===== src/rtl/bar_pkg.sv =====
package bar_pkg;

   localparam int unsigned DWORD_W = 32;
   localparam int unsigned BYTE_W  = 8;
   localparam int unsigned NUM_BE  = DWORD_W / BYTE_W;

   typedef logic [DWORD_W-1:0] dword_t;
   typedef logic [NUM_BE-1:0]  be_t;

   // Number of attribute bits at the bottom of the register
   function automatic int unsigned attr_width(input bit io_space);
      return io_space ? 2 : 4;
   endfunction

   // Mask of the bits that hold the assigned base
   function automatic dword_t base_mask(input longint unsigned win_bytes,
                                        input bit io_space);
      dword_t win_m;
      dword_t att_m;
      win_m = dword_t'(win_bytes - 1);
      att_m = dword_t'((64'd1 << attr_width(io_space)) - 1);
      return ~(win_m | att_m);
   endfunction

endpackage


===== src/rtl/bar_attr.sv =====
module bar_attr
   import bar_pkg::*;
#(
   parameter bit IO_SPACE = 1'b0,
   parameter bit PREFETCH = 1'b0
) (
   output dword_t attr_o
);

   localparam int unsigned ATTR_W = attr_width(IO_SPACE);

   logic [ATTR_W-1:0] field;

   generate
      if (IO_SPACE) begin : g_io
         // bit0 = 1 : I/O space, bit1 reserved zero
         assign field = 2'b01;
      end else begin : g_mem
         // bit0 = 0 : memory, bits2:1 = 00 : 32-bit, bit3 = prefetchable
         assign field = {PREFETCH, 2'b00, 1'b0};
      end
   endgenerate

   assign attr_o = dword_t'(field);

endmodule


===== src/rtl/bar_store.sv =====
module bar_store
   import bar_pkg::*;
#(
   parameter dword_t WMASK = 32'hFFFF_F000
) (
   input  logic   clk,
   input  logic   rst_n,
   input  logic   wr_i,
   input  be_t    be_i,
   input  dword_t wdata_i,
   output dword_t base_o
);

   dword_t base_q;

   generate
      for (genvar gb = 0; gb < NUM_BE; gb++) begin : g_byte
         localparam logic [BYTE_W-1:0] BMASK = WMASK[gb*BYTE_W +: BYTE_W];
         if (BMASK == '0) begin : g_fixed
            assign base_q[gb*BYTE_W +: BYTE_W] = '0;
         end else begin : g_reg
            logic [BYTE_W-1:0] byte_q;
            always_ff @(posedge clk or negedge rst_n) begin
               if (!rst_n) begin
                  byte_q <= '0;
               end else if (wr_i && be_i[gb]) begin
                  byte_q <= wdata_i[gb*BYTE_W +: BYTE_W] & BMASK;
               end
            end
            assign base_q[gb*BYTE_W +: BYTE_W] = byte_q;
         end
      end
   endgenerate

   assign base_o = base_q;

endmodule


===== src/rtl/bar_hit.sv =====
module bar_hit
   import bar_pkg::*;
#(
   parameter dword_t WMASK = 32'hFFFF_F000
) (
   input  dword_t addr_i,
   input  dword_t base_i,
   input  logic   en_i,
   output logic   hit_o
);

   dword_t diff;

   always_comb begin
      diff  = (addr_i ^ base_i) & WMASK;
      hit_o = en_i && (diff == '0);
   end

endmodule


===== src/rtl/bar_window_decode.sv =====
module bar_window_decode
   import bar_pkg::*;
#(
   parameter longint unsigned WIN_BYTES = 4096,
   parameter bit              PREFETCH  = 1'b0,
   parameter bit              IO_SPACE  = 1'b0
) (
   input  logic        clk,
   input  logic        rst_n,
   input  logic        cfg_wr,
   input  logic [3:0]  cfg_be,
   input  logic [31:0] cfg_wdata,
   output logic [31:0] cfg_rdata,
   input  logic        decode_en,
   input  logic [31:0] bus_addr,
   output logic        hit
);

   localparam longint unsigned MIN_WIN = IO_SPACE ? 4 : 16;
   localparam dword_t          WMASK   = base_mask(WIN_BYTES, IO_SPACE);

   generate
      if ((WIN_BYTES & (WIN_BYTES - 1)) != 0) begin : g_bad_pow2
         $error("WIN_BYTES must be a power of two");
      end
      if (WIN_BYTES < MIN_WIN) begin : g_bad_small
         $error("WIN_BYTES below the minimum window");
      end
      if (WIN_BYTES > 64'h8000_0000) begin : g_bad_large
         $error("WIN_BYTES exceeds the 32-bit space");
      end
   endgenerate

   dword_t attr_v;
   dword_t base_v;

   bar_attr #(
      .IO_SPACE (IO_SPACE),
      .PREFETCH (PREFETCH)
   ) u_attr (
      .attr_o (attr_v)
   );

   bar_store #(
      .WMASK (WMASK)
   ) u_store (
      .clk     (clk),
      .rst_n   (rst_n),
      .wr_i    (cfg_wr),
      .be_i    (cfg_be),
      .wdata_i (cfg_wdata),
      .base_o  (base_v)
   );

   bar_hit #(
      .WMASK (WMASK)
   ) u_hit (
      .addr_i (bus_addr),
      .base_i (base_v),
      .en_i   (decode_en),
      .hit_o  (hit)
   );

   assign cfg_rdata = base_v | attr_v;

endmodule


===== config.mk =====
export PLATFORM = sky130hd
export DESIGN_NAME = bar_window_decode
export DESIGN_NICKNAME = d
export VERILOG_FILES = /design/src/rtl/bar_pkg.sv /design/src/rtl/bar_attr.sv /design/src/rtl/bar_store.sv /design/src/rtl/bar_hit.sv /design/src/rtl/bar_window_decode.sv
export SDC_FILE = /design/constraint.sdc
export NUM_CORES = 1
export LEC_CHECK = 0
export BUFFER_PORTS_ARGS = -buffer_cell sky130_fd_sc_hd__buf_2
export CAP_MARGIN = 10
export CELL_PAD_IN_SITES_DETAIL_PLACEMENT = 1
export CELL_PAD_IN_SITES_GLOBAL_PLACEMENT = 1
export CORE_MARGIN = 10
export CORE_UTILIZATION = 24
export CTS_BUF_LIST = sky130_fd_sc_hd__clkbuf_8 sky130_fd_sc_hd__clkbuf_16
export DETAILED_ROUTE_END_ITERATION = 10
export PLACE_DENSITY = 0.75
export RECOVER_POWER = 50
export SETUP_SLACK_MARGIN = 0.02
export SYNTH_ARGS = -nofsm -noshare
export SYNTH_HDL_FRONTEND = slang
export SYNTH_SLANG_ARGS = --single-unit

===== constraint.sdc =====
create_clock -name clk -period 1.5 [get_ports clk]
set_input_delay 0.15 -clock clk [delete_from_list [all_inputs] [get_ports clk]]
set_output_delay 0.15 -clock clk [all_outputs]
set_load 0.05 [all_outputs]

[After elaboration in Yosys (flattened, before gate mapping)]
Index checks and enable logic that the tools add are counted.
Word-level totals
  bits of input ports: 72
  register bits after elaboration: 20
  output and inout bits: 33
  word-level logic and storage cells: 9
Operators by class
  reductions and logical operators: 5
  bitwise operators: 1
Operators by type and width (count)
  $logic_not 32->1: 1
  $xor 32x32->32: 1
  $logic_and 1x1->1: 4

[Logic depth before layout (Yosys ltp)]
Gate-level depths: netlist (run 1).
  depth in word-level cells: 3
  gate-level depth with buffers: 4
  depth with buffers taken out: 4

[By module]
From an unflattened synthesis (run 1), not the netlist that was laid out.
Second synthesis, totals
  cells, all modules: 148
  area, all modules: 1503.9 um^2
Modules (own cells, without submodules)
  bar_store: cells each 56, area an instance 835.8 um^2, times used 1, seq. area each 500.5 um^2
  bar_attr: cells each 33, area an instance 244.0 um^2, times used 1, seq. area each 0.0 um^2
  bar_hit: cells each 27, area an instance 224.0 um^2, times used 1, seq. area each 0.0 um^2
  bar_window_decode: cells each 32, area an instance 200.2 um^2, times used 1, seq. area each 0.0 um^2

[Least setup slack after synthesis (run 1)]
OpenSTA, ideal clock, no wires.
  path type: flip-flop to output port
  start point: register u_store.g_byte[1].g_reg.byte_q[5]
  end point: output hit
  path slack: -774 ps
  path buffers: 0
  required time: 1350 ps
  arrival: 2124 ps
  stages on the path, launching flop included: 5
  cells stage by stage: dfrtp_1 xor2_1 nor4_1 nand4_1 nor4_2
On the way
  longest elaborated chain between the ends: 3
Ends and longest elaborated chain
  start, declared: RTL line bar_store.sv:22  | logic [BYTE_W-1:0] byte_q;
  start signal, assigned: RTL line bar_store.sv:27  | byte_q <= wdata_i[gb*BYTE_W +: BYTE_W] & BMASK;
  $xor 32x32->32: RTL line bar_hit.sv:15  | diff = (addr_i ^ base_i) & WMASK;
  $logic_not 32->1: RTL line bar_hit.sv:16  | hit_o = en_i && (diff == '0);
  $logic_and 1x1->1: RTL line bar_hit.sv:16
  end, declared: RTL line bar_window_decode.sv:16  | output logic hit
No other way between the ends.

[Final worst setup path (run 1)]
  start point: register u_store.g_byte[2].g_reg.byte_q[3]
  end point: output hit
On the way
  longest elaborated chain between the ends: 3
Ends and longest elaborated chain (RTL line)
  start, declared: bar_store.sv:22
  start signal, assigned: bar_store.sv:27
  $xor 32x32->32: bar_hit.sv:15
  $logic_not 32->1: bar_hit.sv:16
  $logic_and 1x1->1: bar_hit.sv:16
No other way between the ends.

==> results.md, run 1 <==
* Core Footprint at around 4300 um2
* Via density at 4.17
* IO Pins at 105
* Sequential share of the synthesized area at a little under half
* Hold violation count in the final report at 0
* CTS H-tree lvls at 1
* Detailed placement HPWL at slightly below 3 mm
* Initial antenna violation count at 0
* Pwr dens at roughly 1200 nW/um2
* GRT Total Usage at under 10%
* Antenna-violating nets left at 0
* Total design power at roughly 0.0019 W
* Max VDD drop at ~740 uV
* Max Slew Vio Count at 0
* CTS tree: done
* # nets final at 239
* Crit path DAT at ~1.7 ns
* Placed Area at around 1500 um2
* Grt peak-use layer: met2
* First-pass DRT Iterations at 4
* GR Util met2 at 15.3%
* Routed length per placed instance at around 16 um
* Starting density of the core at about a quarter
* # rows at 24
* Final worst path period need at roughly 1.9 ns
* Worst slack, placed at -0.197 ns
* Final wirelength at between 3 and 4 mm
* Fin util at between 30% and 40%
* Max Fanout on Critical Path at 2
* PortBufs at 67
* Crit. End Element: output pin
* DR vias at approximately 910
* Most flops, register: u_store.g_byte.g_reg.byte_q
* Max-Cap Viols at 0
* Synth cell types at 11
* Met3 usage at under 10%
* FMAX at 0.537 GHz
* Pleak at 0.787 nW
* Clock Path Buffers at 2
* CP startpoint kind: register
* Placer Congestion at between 0.6 and 0.7
* #FFs+latches synth at 20
* Die Wd at 86.3 um
* Total gr overflow at 0
* Vias in the first global route at 1051
* Met1 usage at under 10%
* Relative slew slack at between 60% and 70%
* Top flop regs: u_store.g_byte.g_reg.byte_q: 20 flops
* Status: complete, but fails checks
* DRC Markers at 0
* Syn Std Cell Area at between 1000 and 1500 um2
* # setup viols final at 1
* WS Path Type: register to output pin
* Most common cell after layout, fill and taps aside: buf_2
* CTS Buf Count at 3
* Clock Skews at 0 ns
* DIE HEIGHT at ~86 um
* Final instance area at 1580 um2
* Mapped Cells at 83
* Fin crit share at 124%
* Slowest cell on crit path: dfrtp_2
* Hold Path Class: input port to register
* Clock Latency Late Sink at 0.25 ns
* Share of layout cells above drive strength 1 at about 66%
* First-pass GRT wire length at around 5.4 mm
* Diode count at 0
* Worst slew pin tran at between 0.5 and 0.6 ns
* RSZ-0062 raised after global routing: yes
* Final setup TNS at -0.361 ns
* Critical path required time at around 1.4 ns
* 1st-iter DRT viols at 16
* WHS Path Cells at 2
* Most frequent cells in the layout: buf_2, mux2_2, dfrtp_1, xnor2_1, conb_1
* Max reg flops at 20
* Clk slew on worst S/H paths at 0.08 ns
* Yosys Warn Count at 0
* Largest net degree at the start of global routing at 21
* Failing checks: negative setup slack
* Worst reg-to-reg path cell count at 2
* Worst setup margin at -0.361 ns
* Clock sinks at 20
* Number of post-CTS setup repair buffers at 0
* Area grow syn2layout at 50.2%
* Die area at 7450 um2
* CP cell instances: xor2_1 > nor4_1 > nand3_1 > nor4_4 > buf_6
* Crit path largest cell delay at 0.41 ns
* Clock root buffer: clkbuf_8
* Mean Syn Cell Area at between 10 and 15 um2
==> where the power goes <==
group          switching, W  leakage, nW  internal, W
logic              0.000516        0.530     0.000277
clock network      0.000182       0.0288     0.000233
registers         0.0000625        0.228     0.000624
==> per-stage QoR <==
stage,instances,hold slack [ns]
2_1_floorplan,94,-0.146
3_3_place_gp,213,0.136
3_5_place_dp,213,0.149
4_1_cts,218,0.107
5_1_grt,218,0.101
6_report,218,0.117
==> routing by layer <==
layer  vias to the layer above  wire length, um  part of all wire [%]
li1                        423                -                     -
met1                       429             1260                    37
met2                        56             1580                    46
met3                         0              575                    17
met4                         0                0                     0
met5                         -                0                     0
==> kinds of logic (layout without fill, tap and decap cells) <==
logic type    Yosys count  after routing  share of synthesized area [%]
mux                    20             20                           21.4
simple gates           10             10                           5.69
flops                  20             20                           47.4
other cells             1             12                          0.356
buf+inv                12             84                           8.54
xor+xnor               20             20                           16.6
==> final cells by class <==
cell class / instances / area (um2)
clock buffer: 4 / 55.1
fill: 522 / 2710
multi-input combinational: 62 / 514
sequential: 20 / 509
tap: 52 / 65.1
timing repair buffer: 80 / 440
==> cell usage after synthesis, drive strengths merged <==
cell / instances / area, um2
conb: 1 / 3.75
nand2: 3 / 11.3
xor2: 8 / 70.1
mux2: 20 / 225
dfrtp: 20 / 500
nand4: 3 / 18.8
xnor2: 12 / 105
buf: 12 / 90.1
nand3: 1 / 5.00
nor4: 3 / 25.0
==> final timing paths <==
check,to,startpoint,slack (ns)
min,u_store.g_byte[2].g_reg.byte_q[3],cfg_wdata[19],0.12
min in group asynchronous,u_store.g_byte[3].g_reg.byte_q[0],rst_n,0.40
max reg2reg,u_store.g_byte[2].g_reg.byte_q[4],u_store.g_byte[2].g_reg.byte_q[4],0.58
min reg2reg,u_store.g_byte[3].g_reg.byte_q[1],u_store.g_byte[3].g_reg.byte_q[1],0.55
max in group asynchronous,u_store.g_byte[1].g_reg.byte_q[6],rst_n,0.71
max,hit,u_store.g_byte[2].g_reg.byte_q[3],-0.36
==> worst max-delay path: cells and delay by family, from the launching register on <==
| family | cells | cell delay, ns |
|---|---|---|
| and+or+nand+nor | 3 | 0.71 |
| DFF | 1 | 0.41 |
| buffers and inverters | 1 | 0.19 |
| xor gates and xnor gates | 1 | 0.14 |
==> timing repair <==
item,4_1_cts,5_1_grt
setup endpoints to repair,1,1
pin swaps,3,0
endpoints found under the hold margin,20,0
gates resized for setup,2,0
hold buffers,1,0
(Power assumes the default switching activity.)
==> run 2: changes to the inputs <==
- CORE_UTILIZATION: 24 -> 22
- PLACE_DENSITY: 0.75 -> 0.72
- clock period: 1.5 -> 1.6 ns (I/O delays scaled with it)
==> run 2 against run 1 <==
Against the previous run: the flow still finishes with violations (negative setup slack); power is 8.0% lower; combinational power down 11%; largest cell class unchanged; highest routed layer unchanged; wire length is 0.12% lower.
==> results.md, run 2 (synthesis gave the netlist of run 1 again) <==
* Status: complete, but fails checks
* Failing checks: negative setup slack
* Clock Skews at 0 ns
* Die Wd at a little under 90 um
* CP startpoint kind: register
* Worst setup margin at -0.260 ns
* Total gr overflow at 0
* CTS H-tree lvls at 1
* Dpl cells at 207
* Clock Latency Late Sink at around 0.25 ns
* Initial antenna violation count at 0
* 1st-iter DRT viols at 17
* Comb pwr share at 40.4%
* DIE HEIGHT at roughly 90 um
* Met3 usage at roughly 4.3%
* Sw frac at approximately two fifths
* First-pass GRT wire length at 4.98 mm
* Final worst path period need at about 1.9 ns
* Max VDD drop at slightly below 600 uV
* First-pass DRT Iterations at 2
* Relative slew slack at a little under two thirds
* Max Fanout on Critical Path at 3
* CTS Buf Count at 3
* Placed Area at about 1500 um2
* Most frequent cells in the layout: buf_2, mux2_2, dfrtp_1, xnor2_1, conb_1
* Hold violation count in the final report at 0
* CTS tree: done
* Largest net degree at the start of global routing at 21
* Most flops, register: u_store.g_byte.g_reg.byte_q
* Grt peak-use layer: met2
* Die area at roughly 8000 um2
* Core Footprint at 4690 um2
* # rows at 25
* Max Slew Vio Count at 0
* Antenna-violating nets left at 0
* Slowest cell on crit path: dfrtp_2
* Diode count at 0
* Crit. End Element: output pin
* IO Pins at ~110
* PortBufs at 67
* Share of layout cells above drive strength 1 at between 60 and 70%
* Clock share of power at 22.3%
* Via density at 4.00
* Final std cells w/o fill at ~210
* FMAX at 0.538 GHz
* # setup viols final at 1
* Critical path required time at ~1.4 ns
* GR Util met2 at around 15%
* Crit path largest cell delay at ~0.42 ns
* Final setup TNS at -0.260 ns
* Worst slew pin tran at 0.541 ns
* Fin crit share at 116%
* Detailed placement HPWL at between 2 and 3 mm
* Reg power frac at between 30% and 40%
* Hold Path Class: input port to register
* WS Path Type: register to output pin
* DR vias at between 800 and 900
* Placer Congestion at approximately 0.64
* Top flop regs: u_store.g_byte.g_reg.byte_q: 20 flops
* GRT Total Usage at just over 8%
* Total design power at roughly 0.0017 W
* Max reg flops at 20
* Total net switching power at roughly 0.0007 W
* Clock sinks at 20
* Routed length per placed instance at between 15 and 20 um
* RSZ-0062 raised after global routing: yes
* Met1 usage at 8.25%
* Most common cell after layout, fill and taps aside: buf_2
* Area grow syn2layout at 45.3%
* Crit path DAT at between 1.5 and 2 ns
* Max-Cap Viols at 0
* Pleak at around 0.75 nW
* Clock Path Buffers at 2
* Fillers at approximately 540
* FF/Latch Area at roughly 510 um2
* Starting density of the core at about 22%
* CP cell instances: xor2_1 > nor4_1 > nand4_1 > nor4_4 > buf_6
* Final instance area at between 1500 and 2000 um2
* Clock root buffer: clkbuf_8
* Clk slew on worst S/H paths at roughly 0.08 ns
* Int Power at slightly above 0.001 W
* Final wirelength at about 3.4 mm
* Pwr dens at around 1100 nW/um2
* Multi-input gate area at 520 um2
* DRC Markers at 0
* Vias in the first global route at about 1000
* # nets final at 231
## run 2: power groups by stage
| stage | combinational [W] | sequential, W | clock (W) |
|---|---|---|---|
| after floorplan | 0.000247 | 0.000924 | 0 |
| after global placement | 0.000700 | 0.000658 | 0 |
| after detailed placement | 0.000708 | 0.000662 | 0 |
| after CTS | 0.000712 | 0.000652 | 0.000423 |
| after global routing | 0.000750 | 0.000662 | 0.000438 |
| final | 0.000705 | 0.000649 | 0.000390 |
## run 2: timing repair
item	CTS	global route
setup buffers	0	0
gates resized for setup	2	1
pin swaps	1	1
hold endpoints to repair	20	0
hold buffers	1	0
endpoints found under the setup margin	1	1
## run 2: path summary, 6_finish.rpt
kind | cells after the start | slack [ns] | to | start
max | 5 | -0.26 | hit | u_store.g_byte[1].g_reg.byte_q[5]
max reg2reg | 2 | 0.68 | u_store.g_byte[2].g_reg.byte_q[4] | u_store.g_byte[2].g_reg.byte_q[4]
min in group asynchronous | 2 | 0.42 | u_store.g_byte[2].g_reg.byte_q[7] | rst_n
min | 2 | 0.13 | u_store.g_byte[2].g_reg.byte_q[5] | cfg_wdata[21]
min reg2reg | 1 | 0.55 | u_store.g_byte[1].g_reg.byte_q[6] | u_store.g_byte[1].g_reg.byte_q[6]
max in group asynchronous | 2 | 0.79 | u_store.g_byte[3].g_reg.byte_q[6] | rst_n
## run 2: final cells by class
| class | count | area share [%] |
|---|---|---|
| clock buffer | 4 | 3.59 |
| sequential | 20 | 33.2 |
| multi-input combinational | 62 | 34.0 |
| timing repair buffer | 72 | 24.8 |
| tap | 54 | 4.41 |
## run 2: per-stage QoR
stage	setup slack, ns	hold slack [ns]	utilization, %
after floorplan	-0.262	-0.136	-
after global placement	-0.0641	0.152	31.0
after detailed placement	-0.116	0.157	31.0
after CTS	-0.334	0.116	32.6
after global routing	-0.382	0.118	32.7
final	-0.260	0.129	32.7
## run 2: worst max-delay path, delay by kind of cell, from the launching register on
family / cells / cell delay (ns)
AND/OR/NAND/NOR: 3 / 0.67
flip-flops: 1 / 0.42
buffers and inverters: 1 / 0.20
XOR/XNOR: 1 / 0.14
## run 2: routing by layer
metal  vias to the layer above  wire [um]  share of wire [%]
met5                         -          0                  0
met4                         0          0                  0
met3                         0        437                 13
met2                        57       1580                 46
met1                       383       1400                 41
li1                        407          -                  -
==> run 3: changes to the inputs <==
- CORE_UTILIZATION: 22 -> 26
- PLACE_DENSITY: 0.72 -> 0.81
- TNS_END_PERCENT: default -> 30
- clock period: 1.6 -> 2.3 ns (I/O delays scaled with it)
==> run 3 against run 2 <==
Against the previous run: the run now ends clean; first-iteration DRC count increased by 18%; wire length shrank 5.7%; sequential power shrank 31%; combinational power is 33% lower; clock power decreased by 30%.
==> results.md, run 3 (synthesis gave the netlist of run 1 again) <==
* CTS Buf Count at 3
* # nets final at approximately 230
* Number of post-CTS setup repair buffers at 0
* Crit. End Element: output pin
* Clock Skews at 0 ns
* Most flops, register: u_store.g_byte.g_reg.byte_q
* Antenna-violating nets left at 0
* DIE HEIGHT at approximately 84 um
* Max Slew Vio Count at 0
* Routed length per placed instance at between 15 and 20 um
* Clock sinks at 20
* GRT Total Usage at between 8 and 9%
* Worst setup margin at around 0.23 ns
* Pleak at around 0.73 nW
* Clock Path Buffers at 2
* Crit path largest cell delay at ~0.40 ns
* Relative slew slack at about a quarter
* Crit Reg-Reg Endpoint: u_store.g_byte[3].g_reg.byte_q[4]
* Fin crit share at approximately 90%
* Max-Cap Viols at 0
* Die Wd at 83.7 um
* Worst r2r src: u_store.g_byte[3].g_reg.byte_q[4]
* Core Footprint at a little under 4000 um2
* Worst reg-to-reg path cell count at 1
* Die area at roughly 7000 um2
* Max Fanout on Critical Path at 3
* CP Buf/Inv Count at 1
* Worst slack, placed at 0.345 ns
* Slowest cell on crit path: dfrtp_1
* CP cell instances: xor2_1 > nor4_2 > nand4_1 > nor4_4 > clkbuf_4
* Via density at between 4 and 5
* Final worst path period need at approximately 2.1 ns
* Initial antenna violation count at 0
* Total design power at 0.00119 W
* Placer Congestion at between 0.7 and 0.8
* # setup viols final at 0
* CP top delay family: simple AND/OR/NAND/NOR gates
* Clk slew on worst S/H paths at roughly 0.08 ns
* Max VDD drop at 255 uV
* Worst slew pin tran at 1.12 ns
* PortBufs at 67
* Crit path DAT at about 1.8 ns
* 1st-iter DRT viols at 20
* Pwr dens at 804 nW/um2
* WS Path Type: register to output pin
* Top flop regs: u_store.g_byte.g_reg.byte_q: 20 flops
* CTS H-tree lvls at 1
* Starting density of the core at roughly a quarter
* CTS tree: done
* # rows at 23
* RSZ-0062 raised after global routing: no
* CP Depth at 5
* Clock root buffer: clkbuf_8
* Final setup TNS at 0 ns
* R2r setup slk at 1.49 ns
* Status: completed
* Area grow syn2layout at 40.7%
* Most frequent cells in the layout: buf_2, mux2_2, dfrtp_1, xnor2_1, conb_1
* Vias in the first global route at slightly below 1000
* Most common cell after layout, fill and taps aside: buf_2
* Hold Path Class: input port to register
* Fin util at a little under two fifths
* Fin Hold WS at around 0.19 ns
* First-pass DRT Iterations at 2
* Diode count at 0
* Share of layout cells above drive strength 1 at slightly below 60%
* Largest net degree at the start of global routing at 21
* End point of the critical path: hit
* Final wirelength at ~3.2 mm
* Hold violation count in the final report at 0
* Critical path required time at 2.07 ns
* DRC Markers at 0
* CP startpoint kind: register
* First-pass GRT wire length at around 5 mm
* FMAX at 0.483 GHz
* Clock Latency Late Sink at between 0.2 and 0.3 ns
* IO Pins at ~110
* Crit path from: u_store.g_byte[1].g_reg.byte_q[5]
* Total gr overflow at 0
* Max reg flops at 20
* DR vias at roughly 860
run 3: cell types whose count changed in the layout (fill, tap and decap cells not counted):
cell and delta:
clkbuf_4 +1, buf_6 -1, buf_4 -4, dfrtp_1 +7
clkbuf_2 -1, dfrtp_2 -7, clkbuf_1 +1
run 3: power by group:
part | internal, W | leakage [nW] | switching [W]
clock | 0.000152 | 0.0288 | 0.000120
combinational | 0.000147 | 0.469 | 0.000323
sequential | 0.000404 | 0.235 | 0.0000462
run 3: through the flow:
stage | area (um2) | instances
global placement | 1410 | 199
detailed placement | 1410 | 199
global route | 1480 | 204
floorplan | 1100 | 94
CTS | 1480 | 204
finish | 1480 | 204
run 3: layout make-up:
cell class,count,area [um2]
clock buffers,4,55.1
fillers,480,2490
multi-input cells,62,520
flip-flops and latches,20,500
well taps,50,62.6
repair buffers,68,345
run 3: repair_timing:
action / 4_1_cts / 5_1_grt
endpoints found under the hold margin: 20 / 0
endpoints found under the setup margin: 0 / 1
resized for setup: 0 / 2
hold buffers: 1 / 0
run 3: worst min-delay path by stage:
stage | cells after the start | slack (ns) | start | to
2_1_floorplan | 0 | -0.07 | rst_n | u_store.g_byte[1].g_reg.byte_q[4]
3_3_place_gp | 1 | 0.21 | rst_n | u_store.g_byte[3].g_reg.byte_q[5]
3_5_place_dp | 1 | 0.22 | rst_n | u_store.g_byte[3].g_reg.byte_q[1]
4_1_cts | 2 | 0.19 | cfg_wdata[23] | u_store.g_byte[2].g_reg.byte_q[7]
5_1_grt | 2 | 0.19 | cfg_wdata[29] | u_store.g_byte[3].g_reg.byte_q[5]
6_report | 2 | 0.19 | cfg_wdata[23] | u_store.g_byte[2].g_reg.byte_q[7]
run 3: metal layers:
metal  vias up  share of wire [%]  global-route usage, %
met4         0               0.25                   2.28
met3         2                 13                   5.27
met5         -                  0                      0
met1       405                 38                   9.01
met2        50                 49                   15.0
li1        401                  -                      -
